### config.mk
export PLATFORM = sky130hd
export DESIGN_NAME = plic_regblock
export DESIGN_NICKNAME = d
export VERILOG_FILES = /design/src/rtl/plic_reg_pkg.sv /design/src/rtl/plic_reg_decode.sv /design/src/rtl/plic_cfg_store.sv /design/src/rtl/plic_cc_port.sv /design/src/rtl/plic_regblock.sv
export SDC_FILE = /design/constraint.sdc
export NUM_CORES = 1
export LEC_CHECK = 0
export BUFFER_PORTS_ARGS = -buffer_cell sky130_fd_sc_hd__buf_2
export CAP_MARGIN = 20
export CORE_AREA = 2 2 178 180
export CTS_CLUSTER_SIZE = 24
export DETAILED_ROUTE_END_ITERATION = 10
export DIE_AREA = 0 0 180 182
export PLACE_DENSITY = 0.66
export SLEW_MARGIN = 10
export SYNTH_ARGS = -nofsm -noshare
export SYNTH_HDL_FRONTEND = slang
export SYNTH_SLANG_ARGS = --single-unit
### constraint.sdc
create_clock -name clk -period 7.9 [get_ports clk]
set_input_delay 1.58 -clock clk [delete_from_list [all_inputs] [get_ports clk]]
set_output_delay 1.58 -clock clk [all_outputs]
set_load 0.01 [all_outputs]
### src/rtl/plic_reg_pkg.sv
// Shared types for the interrupt controller register file.
// Assumes: decoded indices fit in 16 bits (sources, words and targets).
package plic_reg_pkg;

    // Register class selected by the address decoder.
    typedef enum logic [2:0] {
        REG_NONE,
        REG_PRIO,
        REG_EN,
        REG_THR,
        REG_CC
    } reg_kind_e;

    // Decoded access: class plus index inside that class.
    typedef struct packed {
        reg_kind_e   kind;
        logic [15:0] idx;
    } reg_sel_t;

endpackage

### src/rtl/plic_reg_decode.sv
// Address decoder for the register file.
// What it does: it turns a byte address into a register class and an index.
//   The index is the source ID for priorities, the flat word number for
//   enables, and the target number for thresholds and claim registers.
// Assumes: word-aligned accesses only. A misaligned or out-of-map address
//   decodes to REG_NONE.
module plic_reg_decode
    import plic_reg_pkg::*;
#(
    parameter int NUM_SRC = 40,
    parameter int NUM_TGT = 2,
    parameter int ADDR_W  = 8
) (
    input  logic [ADDR_W-1:0] addr,
    output reg_sel_t          sel
);
    localparam int EN_WORDS = (NUM_SRC + 31) / 32;
    localparam int EN_BASE  = NUM_SRC;
    localparam int TGT_BASE = EN_BASE + NUM_TGT * EN_WORDS;
    localparam int MAP_END  = TGT_BASE + 2 * NUM_TGT;

    logic [31:0] word;
    logic [31:0] off;

    // Classify the word address into one region of the map.
    always_comb begin
        word     = 32'(addr[ADDR_W-1:2]);
        off      = '0;
        sel.kind = REG_NONE;
        sel.idx  = '0;
        if (addr[1:0] != 2'b00) begin
            sel.kind = REG_NONE;
        end else if (word < 32'(EN_BASE)) begin
            sel.kind = REG_PRIO;
            sel.idx  = 16'(word);
        end else if (word < 32'(TGT_BASE)) begin
            sel.kind = REG_EN;
            sel.idx  = 16'(word - 32'(EN_BASE));
        end else if (word < 32'(MAP_END)) begin
            off      = word - 32'(TGT_BASE);
            sel.kind = off[0] ? REG_CC : REG_THR;
            sel.idx  = 16'(off >> 1);
        end
    end

endmodule

### src/rtl/plic_cfg_store.sv
// Configuration storage: shared priorities, enable words for each target and
// a threshold for each target.
// What it does: it applies bus writes, masks off bits that do not exist, and
//   supplies the read word for these registers.
// Assumes: sel comes from plic_reg_decode, so its index is in range for
//   its class.
module plic_cfg_store
    import plic_reg_pkg::*;
#(
    parameter int NUM_SRC = 40,
    parameter int NUM_TGT = 2,
    parameter int PRIO_W  = 3
) (
    input  logic                       clk,
    input  logic                       rst_n,
    input  logic                       we,
    input  reg_sel_t                   sel,
    input  logic [31:0]                wdata,
    output logic [31:0]                rd_word,
    output logic [NUM_SRC*PRIO_W-1:0]  prio_flat,
    output logic [NUM_TGT*NUM_SRC-1:0] en_flat,
    output logic [NUM_TGT*PRIO_W-1:0]  thr_flat
);
    localparam int EN_WORDS = (NUM_SRC + 31) / 32;
    localparam int EN_TOTAL = NUM_TGT * EN_WORDS;

    logic [PRIO_W-1:0] prio_q [NUM_SRC];
    logic [31:0]       en_q   [EN_TOTAL];
    logic [PRIO_W-1:0] thr_q  [NUM_TGT];

    // Bits of a flat enable word that map to a real, non-reserved source.
    function automatic logic [31:0] en_mask(input int gw);
        logic [31:0] m;
        int          base;
        base = (gw % EN_WORDS) * 32;
        for (int b = 0; b < 32; b++) begin
            m[b] = (base + b != 0) && (base + b < NUM_SRC);
        end
        return m;
    endfunction

    // Priority registers: slot 0 is reserved and is never written.
    always_ff @(posedge clk) begin
        if (!rst_n) begin
            for (int i = 0; i < NUM_SRC; i++) prio_q[i] <= '0;
        end else if (we && sel.kind == REG_PRIO) begin
            for (int i = 1; i < NUM_SRC; i++) begin
                if (sel.idx == 16'(i)) prio_q[i] <= wdata[PRIO_W-1:0];
            end
        end
    end

    // Enable words: only the bits of existing sources are kept.
    always_ff @(posedge clk) begin
        if (!rst_n) begin
            for (int w = 0; w < EN_TOTAL; w++) en_q[w] <= '0;
        end else if (we && sel.kind == REG_EN) begin
            for (int w = 0; w < EN_TOTAL; w++) begin
                if (sel.idx == 16'(w)) en_q[w] <= wdata & en_mask(w);
            end
        end
    end

    // Threshold registers, one for each target.
    always_ff @(posedge clk) begin
        if (!rst_n) begin
            for (int t = 0; t < NUM_TGT; t++) thr_q[t] <= '0;
        end else if (we && sel.kind == REG_THR) begin
            for (int t = 0; t < NUM_TGT; t++) begin
                if (sel.idx == 16'(t)) thr_q[t] <= wdata[PRIO_W-1:0];
            end
        end
    end

    // Read multiplexer for the configuration registers.
    always_comb begin
        rd_word = '0;
        case (sel.kind)
            REG_PRIO: for (int i = 0; i < NUM_SRC; i++)
                          if (sel.idx == 16'(i)) rd_word = 32'(prio_q[i]);
            REG_EN:   for (int w = 0; w < EN_TOTAL; w++)
                          if (sel.idx == 16'(w)) rd_word = en_q[w];
            REG_THR:  for (int t = 0; t < NUM_TGT; t++)
                          if (sel.idx == 16'(t)) rd_word = 32'(thr_q[t]);
            default:  rd_word = '0;
        endcase
    end

    // Flatten the stored values onto the output vectors.
    for (genvar i = 0; i < NUM_SRC; i++) begin : g_prio
        assign prio_flat[i*PRIO_W +: PRIO_W] = prio_q[i];
    end
    for (genvar t = 0; t < NUM_TGT; t++) begin : g_tgt
        assign thr_flat[t*PRIO_W +: PRIO_W] = thr_q[t];
        for (genvar s = 0; s < NUM_SRC; s++) begin : g_src
            assign en_flat[t*NUM_SRC + s] = en_q[t*EN_WORDS + s/32][s%32];
        end
    end

    // priorities change only on a priority write.
    a_r2_prio_hold: assert property (@(posedge clk) disable iff (!rst_n)
        !(we && sel.kind == REG_PRIO) |=> $stable(prio_flat));
    // enables change only on an enable write.
    a_r4_en_hold: assert property (@(posedge clk) disable iff (!rst_n)
        !(we && sel.kind == REG_EN) |=> $stable(en_flat));
    // thresholds change only on a threshold write.
    a_r5_thr_hold: assert property (@(posedge clk) disable iff (!rst_n)
        !(we && sel.kind == REG_THR) |=> $stable(thr_flat));

endmodule

### src/rtl/plic_cc_port.sv
// Claim/complete port for one target.
// What it does: it turns a claim read into a registered one-cycle claim
//   pulse, and a completion write into a registered one-cycle completion
//   pulse.
// Assumes: rd_hit and wr_hit are already qualified by the bus strobes and
//   the decoded address.
module plic_cc_port #(
    parameter int NUM_SRC = 40,
    parameter int ID_W    = 6
) (
    input  logic            clk,
    input  logic            rst_n,
    input  logic            rd_hit,
    input  logic            wr_hit,
    input  logic [ID_W-1:0] sel_id,
    input  logic [31:0]     wdata,
    output logic            claim_o,
    output logic [ID_W-1:0] claim_id_o,
    output logic            cmpl_o,
    output logic [ID_W-1:0] cmpl_id_o
);
    logic cmpl_ok;

    // A completion ID is valid if it names a real, non-reserved source.
    always_comb cmpl_ok = (wdata != 32'd0) && (wdata < 32'(NUM_SRC));

    // Claim pulse: raised only when the read returns a non-zero ID.
    always_ff @(posedge clk) begin
        if (!rst_n) begin
            claim_o    <= 1'b0;
            claim_id_o <= '0;
        end else begin
            claim_o    <= rd_hit && (sel_id != '0);
            claim_id_o <= (rd_hit && (sel_id != '0)) ? sel_id : '0;
        end
    end

    // Completion pulse: forwarded only for valid IDs.
    always_ff @(posedge clk) begin
        if (!rst_n) begin
            cmpl_o    <= 1'b0;
            cmpl_id_o <= '0;
        end else begin
            cmpl_o    <= wr_hit && cmpl_ok;
            cmpl_id_o <= (wr_hit && cmpl_ok) ? wdata[ID_W-1:0] : '0;
        end
    end

    // a non-zero claim read yields a claim of that ID on the next cycle.
    a_r7_claim_follows: assert property (@(posedge clk) disable iff (!rst_n)
        rd_hit && sel_id != '0 |=> claim_o && claim_id_o == $past(sel_id));
    // no claim pulse without a non-zero claim read.
    a_r7_no_spurious_claim: assert property (@(posedge clk) disable iff (!rst_n)
        !(rd_hit && sel_id != '0) |=> !claim_o);
    // completion IDs are always in range and non-zero.
    a_r8_cmpl_range: assert property (@(posedge clk) disable iff (!rst_n)
        cmpl_o |-> cmpl_id_o != '0 && 32'(cmpl_id_o) < 32'(NUM_SRC));
    // an out-of-range completion write is dropped.
    a_r8_cmpl_drop: assert property (@(posedge clk) disable iff (!rst_n)
        wr_hit && (wdata == 32'd0 || wdata >= 32'(NUM_SRC)) |=> !cmpl_o);

endmodule

### src/rtl/plic_regblock.sv
// Top of the interrupt controller register file.
// What it does: it decodes bus accesses, holds the configuration, registers
//   the read data, and drives the claim and completion pulses of each target.
// Assumes: the selection logic presents the current best ID of each target
//   on sel_id_i; the gateway consumes the claim and completion pulses.
module plic_regblock
    import plic_reg_pkg::*;
#(
    parameter int NUM_SRC = 40,
    parameter int NUM_TGT = 2,
    parameter int PRIO_W  = 3,
    parameter int ADDR_W  = 8,
    localparam int ID_W   = $clog2(NUM_SRC)
) (
    input  logic                       clk,
    input  logic                       rst_n,
    input  logic [ADDR_W-1:0]          bus_addr,
    input  logic [31:0]                bus_wdata,
    input  logic                       bus_we,
    input  logic                       bus_re,
    output logic [31:0]                bus_rdata,
    input  logic [NUM_TGT*ID_W-1:0]    sel_id_i,
    output logic [NUM_SRC*PRIO_W-1:0]  prio_o,
    output logic [NUM_TGT*NUM_SRC-1:0] enable_o,
    output logic [NUM_TGT*PRIO_W-1:0]  thresh_o,
    output logic [NUM_TGT-1:0]         claim_o,
    output logic [NUM_TGT*ID_W-1:0]    claim_id_o,
    output logic [NUM_TGT-1:0]         complete_o,
    output logic [NUM_TGT*ID_W-1:0]    complete_id_o
);
    reg_sel_t    sel;
    logic [31:0] cfg_word;
    logic [31:0] rdata_d;

    plic_reg_decode #(
        .NUM_SRC (NUM_SRC),
        .NUM_TGT (NUM_TGT),
        .ADDR_W  (ADDR_W)
    ) u_decode (
        .addr (bus_addr),
        .sel  (sel)
    );

    plic_cfg_store #(
        .NUM_SRC (NUM_SRC),
        .NUM_TGT (NUM_TGT),
        .PRIO_W  (PRIO_W)
    ) u_cfg (
        .clk       (clk),
        .rst_n     (rst_n),
        .we        (bus_we),
        .sel       (sel),
        .wdata     (bus_wdata),
        .rd_word   (cfg_word),
        .prio_flat (prio_o),
        .en_flat   (enable_o),
        .thr_flat  (thresh_o)
    );

    // One claim/complete port for each target.
    for (genvar t = 0; t < NUM_TGT; t++) begin : g_cc
        logic rd_hit;
        logic wr_hit;
        assign rd_hit = bus_re && sel.kind == REG_CC && sel.idx == 16'(t);
        assign wr_hit = bus_we && sel.kind == REG_CC && sel.idx == 16'(t);

        plic_cc_port #(
            .NUM_SRC (NUM_SRC),
            .ID_W    (ID_W)
        ) u_port (
            .clk        (clk),
            .rst_n      (rst_n),
            .rd_hit     (rd_hit),
            .wr_hit     (wr_hit),
            .sel_id     (sel_id_i[t*ID_W +: ID_W]),
            .wdata      (bus_wdata),
            .claim_o    (claim_o[t]),
            .claim_id_o (claim_id_o[t*ID_W +: ID_W]),
            .cmpl_o     (complete_o[t]),
            .cmpl_id_o  (complete_id_o[t*ID_W +: ID_W])
        );
    end

    // Select read data: the live ID for claim registers, the stored word otherwise.
    always_comb begin
        rdata_d = cfg_word;
        if (sel.kind == REG_CC) begin
            rdata_d = '0;
            for (int t = 0; t < NUM_TGT; t++) begin
                if (sel.idx == 16'(t)) rdata_d = 32'(sel_id_i[t*ID_W +: ID_W]);
            end
        end
    end

    // Register the read data; it is zero after a cycle with no read.
    always_ff @(posedge clk) begin
        if (!rst_n) bus_rdata <= '0;
        else        bus_rdata <= bus_re ? rdata_d : '0;
    end

    // no read strobe gives zero read data on the next cycle.
    a_r10_idle_zero: assert property (@(posedge clk) disable iff (!rst_n)
        !bus_re |=> bus_rdata == '0);
    // a read of an unmapped or misaligned address returns zero.
    a_r9_unmapped_zero: assert property (@(posedge clk) disable iff (!rst_n)
        bus_re && sel.kind == REG_NONE |=> bus_rdata == '0);
    // at most one target claims per access.
    a_r7_single_claim: assert property (@(posedge clk) disable iff (!rst_n)
        $onehot0(claim_o));

endmodule

### Word level (Yosys, flattened, before mapping)

Memories as Yosys holds them, arrays and structs flattened.
Cells that the tools add are included.

* word-level logic and storage cells: 407
* memories kept: 3
* output and inout port bits: 266
* input bits: 56
* flip-flop bits (word level): 60
* memory bits (writable): 254

* eq/ne operators: 43
* muxes and demuxes: 277
* $add $sub $neg: 2
* reductions and logical operators: 24
* bitwise logic cells: 45
* order comparisons: 4

Memory list
* u_cfg.en_q: words 4, width 32, read ports 4, clocked after Yosys merged registers in 0, wr ports 4, RTL line plic_cfg_store.sv:28 `logic [31:0] en_q [EN_TOTAL];`
* u_cfg.prio_q: words 40, width 3, read ports 40, clocked after Yosys merged registers in 0, wr ports 40, RTL line plic_cfg_store.sv:27 `logic [PRIO_W-1:0] prio_q [NUM_SRC];`
* u_cfg.thr_q: words 2, width 3, read ports 2, clocked after Yosys merged registers in 0, wr ports 2, RTL line plic_cfg_store.sv:29 `logic [PRIO_W-1:0] thr_q [NUM_TGT];`

Operators by type and width (count)
* $mux W32: 10
* $eq A16 B5 Y1 const B: 16
* $mux W3: 85
* $mux W1: 176
* $eq A16 B4 Y1 const B: 8
* $eq A16 B6 Y1 const B: 8
* $pmux W32 S3: 1
* $eq A16 B3 Y1 const B: 4
* $mux W19: 3
* $or A1 B1 Y1: 45
* $eq A16 B2 Y1 const B: 2
* $lt A32 B6 Y1 const B: 1
* $reduce_bool A32 Y1: 1
* $lt A6 B6 Y1 const B: 3
* $eq A16 B1 Y1 const B: 1
* $logic_not A16 Y1: 1
* $mux W16: 1
* $logic_and A1 B1 Y1: 14
* $sub A6 B6 Y7 const B: 2
* $reduce_bool A6 Y1: 2
* $reduce_and A2 Y1: 5
* $eq A3 B2 Y1 const B: 2
* $mux W6: 1
* $eq A3 B1 Y1 const B: 1
* 2 further kinds: 2

### Depth between registers and ports, before layout

Gate-level depths: netlist (run 1).

* word-level depth: 49
* gate-level depth with buffers: 17
* gate-level depth less buffers: 13

### Hierarchy

From an unflattened synthesis (run 1), not the netlist that was laid out.

* cell total of the unflattened synthesis: 1145
* area total of the unflattened synthesis: 12425.7 um2

By module, submodules not included
* plic_cfg_store: times used 1, cells each 906, area an instance 10039.6 um2, seq. area each 6035.8 um2
* plic_regblock: times used 1, cells each 101, area an instance 1109.8 um2, seq. area each 640.6 um2
* plic_cc_port: times used 2, cells each 46, area an instance 495.5 um2, seq. area each 280.3 um2
* plic_reg_decode: times used 1, cells each 46, area an instance 285.3 um2, seq. area each 0.0 um2

### Least setup slack after synthesis (run 1)

No wires, ideal clock.

* path kind: input to register
* from: input bus_addr[6]
* to: memory u_cfg.en_q[2][10] (enable)
* arrival: 5881 ps
* buffers on the path: 5
* slack: 1557 ps
* stages: 14
* library setup time: 462 ps
* path through: buf_2 -> inv_1 -> ha_1 -> inv_1 -> ha_1 -> buf_2 -> and2_1 -> buf_2 -> a21oi_2 -> a22oi_1 -> clkbuf_1 -> nand4_1 -> clkbuf_1 -> o21ai_0

RTL lines
* from (decl): RTL line plic_regblock.sv:17 `input logic [ADDR_W-1:0] bus_addr,`
* to (decl): RTL line plic_cfg_store.sv:28

==> metrics.log, run 1 <==
[metrics] run status: finished clean
[metrics] number of cells in the design after placement: 1,782
[metrics] terminus of the critical flop-to-flop path: bus_rdata[0]
[metrics] post-route setup TNS: 0 ns
[metrics] CTS clk-pin slew, worst paths: roughly 0.060 ns
[metrics] Placeable Area: 31,000 um^2
[metrics] Power per Cell Area: 213 nW/um^2
[metrics] largest area contributor in the netlist: edfxtp_1
[metrics] kind of critical path: in -> reg
[metrics] maximum number of pins on one net before global-route repair: between 70 and 80
[metrics] H-tree lvl count: 1
[metrics] number of cells on the worst hold path: 2
[metrics] Clk network pwr share: roughly 40%
[metrics] Area after DPL: ~14,000 um^2
[metrics] floorplan die height: 182 um
[metrics] worst slew margin relative to its limit: 26.7%
[metrics] FF+latch count, synth: 261
[metrics] row count: between 60 and 70
[metrics] unrepaired setup endpoints after global routing: false
[metrics] reported net switching power: about 0.00086 W
[metrics] # Max-Cap Violations: 0
[metrics] leakage dissipation: 5.91 nW
[metrics] Final Hold Violating Endpoints: 0
[metrics] most common cell after layout, fill and taps aside: buf_2
[metrics] area share of the largest cell type after synthesis: around half
[metrics] Slew @ Worst Pin: roughly 1.1 ns
[metrics] Syn Std Cell Area: ~12,000 um^2
[metrics] Via density: ~6.1
[metrics] Hold Path Class: reg -> reg
[metrics] Synth Flop Type: edfxtp_1
[metrics] number of remaining DRC errors: 0
[metrics] final hold slack: 0.528 ns
[metrics] number of antenna violations at the first check in global routing: 3
[metrics] PortBufs: about 320
[metrics] part of the total power dissipated in combinational logic: between 10% and 20%
[metrics] final count of pins violating max slew: 0
[metrics] overall track demand over capacity in global routing: roughly 27%
[metrics] remaining number of nets flagged by the antenna check after routing: 0
[metrics] sequential share of the synthesized area: 59.3%
[metrics] switching share of power: 26.7%
[metrics] Synth-to-Final Area Change: 22.9%
[metrics] first-pass iteration count of the detailed router: 6
[metrics] total clock buffers created by CTS: 28
[metrics] post-cts gate resize count: 0
[metrics] Worst Reg-to-Reg Cells: 9
[metrics] maximum number of buffers from clock root to sink: 3
[metrics] Die Span X: about 180 um
[metrics] startpoint type of the worst setup path: primary input
[metrics] final cell count without fillers: 1,839
[metrics] number of global-route vias before repair: ~11,000
[metrics] WL/cell: 25.2 um
[metrics] share of flip-flops with an asynchronous set or reset after synthesis: 0%
[metrics] total setup buffers inserted after CTS: 0
[metrics] critical path required time: 8.08 ns
[metrics] Final Net Count: between 1,000 and 1,500
[metrics] post-detailed-placement half-perimeter wirelength: 34.2 mm
[metrics] clock insertion delay at the later pin of the skew report: just under 0.6 ns
[metrics] post-synthesis area per instance: 10.8 um^2
[metrics] io pins: between 300 and 400
[metrics] wirelength, routed: ~46 mm
[metrics] hold buffer count at cts: 0
[metrics] layout cells sized above 1: slightly below 30%
[metrics] Worst Path Max Fanout: 31
[metrics] commonest cells after routing, fill and taps aside: buf_2, edfxtp_1, nor2_1
[metrics] setup slack on the worst flop-to-flop path: approximately 5.7 ns
[metrics] clock root buffer: clkbuf_16
[metrics] violation count after the first detailed-routing iteration: ~1,400
[metrics] clock tree sinks: 261
[metrics] Clock Skews: about 0.021 ns
[metrics] area enclosed by the die boundary: between 30,000 and 40,000 um^2
[metrics] Worst setup EP type: register
[metrics] cell area after layout: 15,000 um^2
[metrics] share of the clock period used by the worst path: between 70 and 80%
[metrics] time the worst path needs with I/O delays and setup: between 5 and 6 ns
[metrics] worst supply voltage drop on vdd: ~0.15 mV
[metrics] top area cells in the synthesized netlist: edfxtp_1, dfxtp_1, nor2_1
[metrics] first-pass GRT wire length: 68.3 mm
[metrics] total setup violations reported at the end of the flow: 0
[metrics] global-route congestion overflow total: 0
[metrics] synthesized netlist cell count: ~1,100
[metrics] f_max: 175 MHz
[metrics] worst reg2reg path startpoint: u_cfg.prio_q[0][3]
[metrics] routability congestion estimate from global placement: roughly 0.99
[metrics] end of the worst hold path: bus_rdata[11]
[metrics] total number of vias: approximately 11,000
[metrics] initial core utilization: between 30% and 40%
[metrics] sequential fraction of design power: between 40% and 50%
[metrics] Min-Delay Startpoint: u_cfg.en_q[0][11]
[metrics] clock tree from TritonCTS: built
[metrics] total number of yosys warnings: 0
[metrics] number of enable flip-flop cells after synthesis: around 200
[metrics] Int Power: about 0.0023 W
[metrics] worst endpoint data arrival time: between 5 and 6 ns
[metrics] distinct cell type count of the synthesized netlist: 83
## registers in the layout, indices dropped and copies added (netlist names)
register	cells
bus_rdata	32
g_cc.u_port.claim_id_o	12
g_cc.u_port.claim_o	2
g_cc.u_port.cmpl_id_o	12
g_cc.u_port.cmpl_o	2
u_cfg.en_q	78
u_cfg.prio_q	117
u_cfg.thr_q	6
## worst max-delay path, cell delays in order
cell     delay, ns
buf_2         0.19
inv_1         0.10
ha_1          0.19
inv_1         0.05
ha_1          0.55
nand2_1       0.24
a22o_1        0.49
nor3_2        0.65
nand4_1       0.74
o21ai_4       1.08
## stage by stage
stage / power [W] / setup slack, ns / util [%]
floorplan: 0.00177 / 1.56 / -
finish: 0.00320 / 2.19 / 48.4
detailed placement: 0.00194 / 1.68 / 45.4
global route: 0.00329 / 1.93 / 48.4
global placement: 0.00194 / 1.86 / 45.4
CTS: 0.00320 / 2.30 / 48.3
## how the worst max path moves through the flow
| stage | start | slack (ns) | end | cells after the start |
|---|---|---|---|---|
| 6_report | bus_addr[6] | 2.19 | u_cfg.en_q[2][22] | 10 |
| 2_1_floorplan | bus_addr[6] | 1.56 | u_cfg.en_q[2][10] | 14 |
| 4_1_cts | bus_addr[6] | 2.30 | u_cfg.en_q[2][27] | 10 |
| 3_3_place_gp | bus_addr[6] | 1.86 | u_cfg.en_q[2][11] | 10 |
| 5_1_grt | bus_addr[6] | 1.93 | u_cfg.en_q[2][12] | 10 |
| 3_5_place_dp | bus_addr[6] | 1.68 | u_cfg.en_q[2][13] | 10 |
## final cells by class
class,count,area [um^2]
fill,2891,16000
sequential,261,7240
multi-input combinational,766,4540
timing repair buffer,335,1740
clock buffer,35,781
tap,402,503
clock inverter,17,119
inverter,21,78.8
antenna,2,5.00
## Yosys cell counts (all sizes together), types with 11 or more instances
master,instances
nand3,39
and2,21
o22ai,14
a21oi,24
nor4,30
edfxtp,201
or3,11
and3,87
nor2,191
nor3,25
buf,29
clkbuf,61
a221oi,12
o21ai,65
nand2,45
nand4,32
inv,21
a22oi,32
dfxtp,60
## power by group through the flow
stage	clock [W]	combinational [W]	sequential (W)
2_1_floorplan	0	0.000146	0.00163
3_3_place_gp	0	0.000324	0.00162
3_5_place_dp	0	0.000325	0.00162
4_1_cts	0.00129	0.000326	0.00159
5_1_grt	0.00134	0.000352	0.00159
6_report	0.00128	0.000331	0.00159
## routing by layer
metal,GRT usage [%],up-vias,part of all wire (%)
met5,0,-,0.028
met4,10.2,2,4.0
met3,5.76,126,11
met2,43.4,776,46
met1,36.6,5491,39
li1,-,4878,-
## cells by family (layout without fill, tap and decap cells)
group	count (synthesis)	count (layout)	synth area share (%)
compound gates	242	242	14.3
xor+xnor	1	1	0.0718
fa+ha+maj	4	4	0.410
buf+inv	111	408	3.98
flops	261	261	59.3
mux	3	3	0.256
other cells	1	7	0.0307
simple gates	511	511	21.6
No activity file was read; power rests on OpenSTA's default activity.
==> inputs of run 2 (changes only) <==
==> constraint.sdc (replaced) <==
create_clock -name clk -period 5.3 [get_ports clk]
set_input_delay 1.06 -clock clk [delete_from_list [all_inputs] [get_ports clk]]
set_output_delay 1.06 -clock clk [all_outputs]
set_load 0.01 [all_outputs]
==> run 2 against run 1 <==
Against the previous run: first-iteration DRC count shrank 2.7%; die area stayed put; via count rose by 0.83%; combinational power rose by 55%; wire length decreased by 1.1%; clock skew shrank 0.014 ns; critical path depth grew 6; highest routed layer unchanged; final area increased by 1.9%; sequential share of layout area down 0.91 points.
==> metrics.log, run 2 (synthesis results as in run 1) <==
[metrics] routability congestion estimate from global placement: 1.06 (+7.8%)
[metrics] time the worst path needs with I/O delays and setup: around 4.6 ns
[metrics] final count of pins violating max slew: 0 (unchanged)
[metrics] area enclosed by the die boundary: 32,800 um^2 (unchanged)
[metrics] total number of vias: 11,400 (+0.83%)
[metrics] worst endpoint data arrival time: 5.13 ns (-0.76 ns)
[metrics] Worst Path Max Fanout: 17 (-45%)
[metrics] leakage dissipation: 6.08 nW (+2.7%)
[metrics] Placeable Area: 31,000 um^2 (unchanged)
[metrics] wirelength, routed: 45.9 mm (-1.1%)
[metrics] clock tree sinks: 261 (unchanged)
[metrics] Slew @ Worst Pin: 1.08 ns (-0.0112 ns)
[metrics] floorplan die height: 182 um (unchanged)
[metrics] Final Net Count: 1,510 (+2.5%)
[metrics] clock tree from TritonCTS: built
[metrics] share of the clock period used by the worst path: 87.4%
[metrics] Via density: 6.06 (-1.2%)
[metrics] number of remaining DRC errors: 0 (unchanged)
[metrics] worst slew margin relative to its limit: 27.0% (+0.36 points)
[metrics] Power per Cell Area: 311 nW/um^2 (+46%)
[metrics] register ranked first by flip-flop count: u_cfg.prio_q
[metrics] run status: finished clean
[metrics] Die Span X: 180 um (unchanged)
[metrics] Final Hold Violating Endpoints: 0 (unchanged)
[metrics] number of antenna violations at the first check in global routing: 6 (+3)
[metrics] Clock Skews: 0.00704 ns (-0.0139 ns)
[metrics] biggest cell delay along the critical path: 0.93 ns (-0.15 ns)
[metrics] number of cells in the design after placement: 1,822 (+2.2%)
[metrics] most common cell after layout, fill and taps aside: buf_2
[metrics] final hold slack: 0.513 ns (-0.0146 ns)
[metrics] post-detailed-placement half-perimeter wirelength: 34.3 mm (+0.12%)
[metrics] global-route congestion overflow total: 0 (unchanged)
[metrics] commonest cells after routing, fill and taps aside: buf_2, edfxtp_1, nor2_1
[metrics] post-cts gate resize count: 0 (unchanged)
[metrics] hold buffer count at cts: 0 (unchanged)
[metrics] H-tree lvl count: 1 (unchanged)
[metrics] PortBufs: 316 (unchanged)
[metrics] overall track demand over capacity in global routing: 26.7% (-0.46 points)
[metrics] clock insertion delay at the later pin of the skew report: 0.56 ns (-0.02 ns)
[metrics] startpoint type of the worst setup path: primary input
[metrics] count of filler cells inserted in the layout: 2,884 (-0.24%)
[metrics] most frequent cell on the critical path: buf_4
[metrics] row count: 65 (unchanged)
[metrics] first-pass iteration count of the detailed router: 8 (+2)
[metrics] io pins: 322 (unchanged)
[metrics] WL/cell: 24.4 um (-3.0%)
[metrics] Worst setup EP type: register
[metrics] total clock buffers created by CTS: 28 (unchanged)
[metrics] slowest library cell on the worst path: nor4_1
[metrics] maximum number of pins on one net before global-route repair: 74 (unchanged)
[metrics] first-pass GRT wire length: 67.5 mm (-1.2%)
[metrics] post-route setup TNS: 0 ns (unchanged)
[metrics] kind of critical path: in -> reg
[metrics] leading registers by flop count: u_cfg.prio_q x117, u_cfg.en_q x78, bus_rdata x32
[metrics] Area after DPL: 14,400 um^2 (+2.5%)
[metrics] cell area after layout: 15,300 um^2 (+1.9%)
[metrics] footprint of the multi-input gates: 4540 um^2 (about the same)
[metrics] f_max: 216 MHz
[metrics] unrepaired setup endpoints after global routing: false
[metrics] total setup buffers inserted after CTS: 0 (unchanged)
[metrics] layout cells sized above 1: 30.5% (+1.4 points)
[metrics] remaining number of nets flagged by the antenna check after routing: 0 (unchanged)
[metrics] initial core utilization: 39.4% (unchanged)
[metrics] # Max-Cap Violations: 0 (unchanged)
[metrics] crit path cell chain: buf_2 -> inv_1 -> ha_1 -> inv_1 -> ha_1 -> nand2_1 -> a22oi_1 -> buf_4 -> nand3_1 -> buf_4 -> nor4_1 -> a22oi_1 -> o22ai_1 -> a211oi_1 -> buf_4 -> nand3_1
[metrics] violation count after the first detailed-routing iteration: 1,367 (-2.7%)
[metrics] total setup violations reported at the end of the flow: 0 (unchanged)
[metrics] sequential cell area: 7240 um^2 (unchanged)
[metrics] number of global-route vias before repair: 10,600 (-0.028%)
[metrics] worst supply voltage drop on vdd: 0.269 mV (+74%)
[metrics] Synth-to-Final Area Change: 25.3%
[metrics] clock root buffer: clkbuf_16
[metrics] final cell count without fillers: 1,876 (+2.0%)
[metrics] Hold Path Class: reg -> reg
[metrics] CTS clk-pin slew, worst paths: 0.06 ns (about the same)
[metrics] critical path required time: 5.80 ns (-2.28 ns)
[metrics] number of flip-flops under the largest register name: 117 (unchanged)
[metrics] maximum number of buffers from clock root to sink: 3 (unchanged)
## run 2: changes by cell type in the layout (fill, tap and decap cells not counted), moves of 2 or more
cell,previous run,this run
buf_4,17,52
clkbuf_1,3,13
buf_12,0,4
clkinv_1,4,0
clkinv_2,7,4
clkbuf_16,30,28
clkbuf_2,2,0
## run 2: through the flow
step | util [%] | setup WS (ns) | total power (W)
after floorplan | - | 0.319 | 0.00264
after global placement | 46.5 | 0.366 | 0.00291
after detailed placement | 46.5 | 0.343 | 0.00291
after CTS | 49.3 | 0.895 | 0.00476
after global routing | 49.3 | 0.586 | 0.00490
final | 49.3 | 0.670 | 0.00475
## run 2: cell type report
class                      instances  share of cell area, %
sequential                       261                   47.3
multi-input combinational        766                   29.7
timing repair buffer             372                   13.4
clock buffer                      42                   4.99
tap                              402                   3.29
clock inverter                    10                  0.728
inverter                          21                  0.516
antenna                            2                 0.0327
## run 2: layer usage
| metal | vias up | wire (um) | global-route usage [%] | part of all wire (%) |
|---|---|---|---|---|
| met1 | 5467 | 17400 | 36.1 | 38 |
| met4 | 4 | 1730 | 8.72 | 3.8 |
| met3 | 129 | 5540 | 5.74 | 12 |
| met5 | - | 32 | 0 | 0.070 |
| met2 | 801 | 21100 | 43.0 | 46 |
| li1 | 4966 | - | - | - |
## run 2: power by group
group	leakage, nW	internal (W)	switching [W]
Clock	0.422	0.00105	0.000818
Combinational	3.26	0.000166	0.000347
Sequential	2.39	0.00229	0.0000762
## run 2: final timing paths
| check | from | end | slack (ns) | cells past startpoint |
|---|---|---|---|---|
| worst min register to register | u_cfg.en_q[2][27] | bus_rdata[27] | 0.51 | 2 |
| worst max-delay path | bus_addr[6] | bus_rdata[1] | 0.67 | 16 |
| worst min-delay path | u_cfg.en_q[2][27] | bus_rdata[27] | 0.51 | 2 |
| worst max register to register | u_cfg.prio_q[0][9] | bus_rdata[0] | 3.22 | 8 |
## run 2: critical path: cells and delay by family
kind,cells,cell delay (ns)
AO/OA/AOI/OAI,4,0.85
buffers and inverters,6,1.03
adder cells (fa/ha/maj),2,0.78
AND/OR/NAND/NOR,4,1.39
==> inputs of run 3 (changes only) <==
--- a/config.mk
+++ b/config.mk
@@ -5,13 +5,14 @@
 export SDC_FILE = /design/constraint.sdc
 export NUM_CORES = 1
 export LEC_CHECK = 0
+export ABC_CLOCK_PERIOD_IN_PS = 5300
 export BUFFER_PORTS_ARGS = -buffer_cell sky130_fd_sc_hd__buf_2
 export CAP_MARGIN = 20
-export CORE_AREA = 2 2 178 180
+export CORE_AREA = 2 2 157 159
 export CTS_CLUSTER_SIZE = 24
 export DETAILED_ROUTE_END_ITERATION = 10
-export DIE_AREA = 0 0 180 182
-export PLACE_DENSITY = 0.66
+export DIE_AREA = 0 0 159 161
+export PLACE_DENSITY = 0.81
 export SLEW_MARGIN = 10
 export SYNTH_ARGS = -nofsm -noshare
 export SYNTH_HDL_FRONTEND = slang
==> constraint.sdc (replaced) <==
create_clock -name clk -period 5.3 [get_ports clk]
set_input_delay 0.53 -clock clk [delete_from_list [all_inputs] [get_ports clk]]
set_output_delay 0.53 -clock clk [all_outputs]
set_load 0.01 [all_outputs]
==> run 3 against run 2 <==
Against the previous run: clock power barely moved; clock skew rose by 0.024 ns; first-iteration DRC count rose by 31%; fmax rose by 11%; combinational power fell by 3%; critical path type unchanged; sequential share of layout area rose by 0.72 points; wire length fell by 3.4%; highest routed layer unchanged; non-clock buffer count fell by 15; power rose by 0.28%; clock-buffer cell count fell by 7; critical path depth fell by 2; via count rose by 0.35%.
==> metrics.log, run 3 (synthesis results as in run 1) <==
[metrics] clock insertion delay at the later pin of the skew report: 0.55 ns (about the same)
[metrics] final count of pins violating max slew: 0 (unchanged)
[metrics] register ranked first by flip-flop count: u_cfg.prio_q
[metrics] # Max-Cap Violations: 0 (unchanged)
[metrics] global-route congestion overflow total: 0 (unchanged)
[metrics] Final Net Count: 1,494 (-1.1%)
[metrics] most common cell after layout, fill and taps aside: buf_2
[metrics] number of remaining DRC errors: 0 (unchanged)
[metrics] total setup violations reported at the end of the flow: 0 (unchanged)
[metrics] Power per Cell Area: 316 nW/um^2 (+1.8%)
[metrics] PortBufs: 316 (unchanged)
[metrics] total number of vias: 11,400 (+0.35%)
[metrics] clock tree from TritonCTS: built
[metrics] Synth-to-Final Area Change: 23.4%
[metrics] number of global-route vias before repair: 10,400 (-2.2%)
[metrics] floorplan die height: 161 um (-12%)
[metrics] Via density: 6.40 (+5.7%)
[metrics] remaining number of nets flagged by the antenna check after routing: 0 (unchanged)
[metrics] leading registers by flop count: u_cfg.prio_q x117, u_cfg.en_q x78, bus_rdata x32
[metrics] run status: finished clean
[metrics] H-tree lvl count: 1 (unchanged)
[metrics] overall track demand over capacity in global routing: 33.2% (+6.4 points)
[metrics] routability congestion estimate from global placement: 0.986 (-7.2%)
[metrics] wirelength, routed: 44.3 mm (-3.4%)
[metrics] worst slew margin relative to its limit: 26.4% (-0.67 points)
[metrics] worst supply voltage drop on vdd: 0.284 mV (+5.8%)
[metrics] Hold Path Class: in -> reg
[metrics] commonest cells after routing, fill and taps aside: buf_2, edfxtp_1, nor2_1
[metrics] time the worst path needs with I/O delays and setup: 4.18 ns (-0.451 ns)
[metrics] post-route setup TNS: 0 ns (unchanged)
[metrics] Final Hold Violating Endpoints: 0 (unchanged)
[metrics] row count: 57 (-12%)
[metrics] worst endpoint data arrival time: 4.61 ns (-0.52 ns)
[metrics] Clock Skews: 0.0310 ns (+0.0239 ns)
[metrics] post-cts gate resize count: 0 (unchanged)
[metrics] first-pass GRT wire length: 65.1 mm (-3.5%)
[metrics] critical path required time: 5.74 ns (-0.06 ns)
[metrics] final hold slack: 0.250 ns (-0.263 ns)
[metrics] total clock buffers created by CTS: 27 (-3.6%)
[metrics] startpoint type of the worst setup path: primary input
[metrics] Slew @ Worst Pin: 1.10 ns (+0.0158 ns)
[metrics] first-pass iteration count of the detailed router: 6 (-2)
[metrics] kind of critical path: in -> reg
[metrics] CTS clk-pin slew, worst paths: 0.07 ns (about the same)
[metrics] layout cells sized above 1: 30.1% (-0.45 points)
[metrics] WL/cell: 24.9 um (+1.7%)
[metrics] unrepaired setup endpoints after global routing: false
[metrics] share of the clock period used by the worst path: 78.8% (-8.5 points)
[metrics] violation count after the first detailed-routing iteration: 1,795 (+31%)
[metrics] post-detailed-placement half-perimeter wirelength: 32.4 mm (-5.5%)
[metrics] maximum number of pins on one net before global-route repair: 69 (-6.8%)
[metrics] maximum number of buffers from clock root to sink: 3 (unchanged)
[metrics] leakage dissipation: 6.02 nW (-1.0%)
[metrics] clock tree sinks: 261 (unchanged)
[metrics] count of filler cells inserted in the layout: 1,932 (-33%)
[metrics] Area after DPL: 14,200 um^2 (-1.7%)
[metrics] sum of internal, switching and leakage power: 0.00476 W (+0.28%)
[metrics] io pins: 322 (unchanged)
[metrics] initial core utilization: 50.9% (+12 points)
[metrics] Worst setup EP type: register
[metrics] final cell count without fillers: 1,781 (-5.1%)
[metrics] clock root buffer: clkbuf_16
[metrics] Worst Path Max Fanout: 17 (unchanged)
[metrics] f_max: 239 MHz (+11%)
[metrics] cell area after layout: 15,100 um^2 (-1.5%)
[metrics] Placeable Area: 24,000 um^2 (-23%)
[metrics] number of cells in the design after placement: 1,729 (-5.1%)
[metrics] area enclosed by the die boundary: 25,600 um^2 (-22%)
[metrics] Die Span X: 159 um (-12%)
[metrics] hold buffer count at cts: 0 (unchanged)
[metrics] number of antenna violations at the first check in global routing: 4 (-2)
[metrics] total setup buffers inserted after CTS: 0 (unchanged)
[metrics] number of flip-flops under the largest register name: 117 (unchanged)
-- run 3: layer usage --
layer	part of all wire, %	global-route usage (%)	vias up
met5	0.020	0	-
li1	-	-	4931
met1	37	45.0	5394
met4	4.7	13.9	2
met3	12	6.83	145
met2	46	52.4	935
-- run 3: report_power, final --
part	leakage [nW]	internal [W]	switching (W)
combinational	3.18	0.000157	0.000338
clock	0.444	0.00111	0.000793
sequential	2.39	0.00229	0.0000758
total	6.02	0.00356	0.00121
-- run 3: metrics by stage --
step	util (%)	setup WS, ns
after global routing	62.8	0.912
after CTS	62.8	1.26
after global placement	59.1	0.726
final	62.8	1.12
after floorplan	-	0.00683
after detailed placement	59.1	0.709
-- run 3: worst max-delay path, cell delays in order --
cell	delay, ns
buf_2	0.17
inv_1	0.11
ha_1	0.14
inv_1	0.04
ha_1	0.39
and2_1	0.36
a211oi_2	0.88
o2111ai_1	0.37
nor2_1	0.25
a21oi_1	0.09
a221oi_1	0.55
o2111ai_1	0.30
a2111oi_2	0.34
nor2_1	0.08
-- run 3: final timing paths --
check                          start                           to  slack, ns  depth (start not counted)
hold reg to reg    u_cfg.en_q[2][30]                bus_rdata[30]       0.51                          2
setup / recovery         bus_addr[6]                 bus_rdata[0]       1.12                         14
setup reg to reg  u_cfg.prio_q[0][3]                 bus_rdata[0]       3.08                          9
hold / removal          bus_wdata[1]  g_cc[0].u_port.cmpl_id_o[1]       0.25                          2
-- run 3: layout make-up --
class	count	area [um^2]	area share (%)
sequential	261	7240	48.1
multi-input combinational	766	4540	30.1
timing repair buffer	357	1900	12.6
clock buffer	35	757	5.03
tap	324	405	2.69
clock inverter	14	135	0.897
inverter	21	78.8	0.523
antenna	3	7.51	0.0499
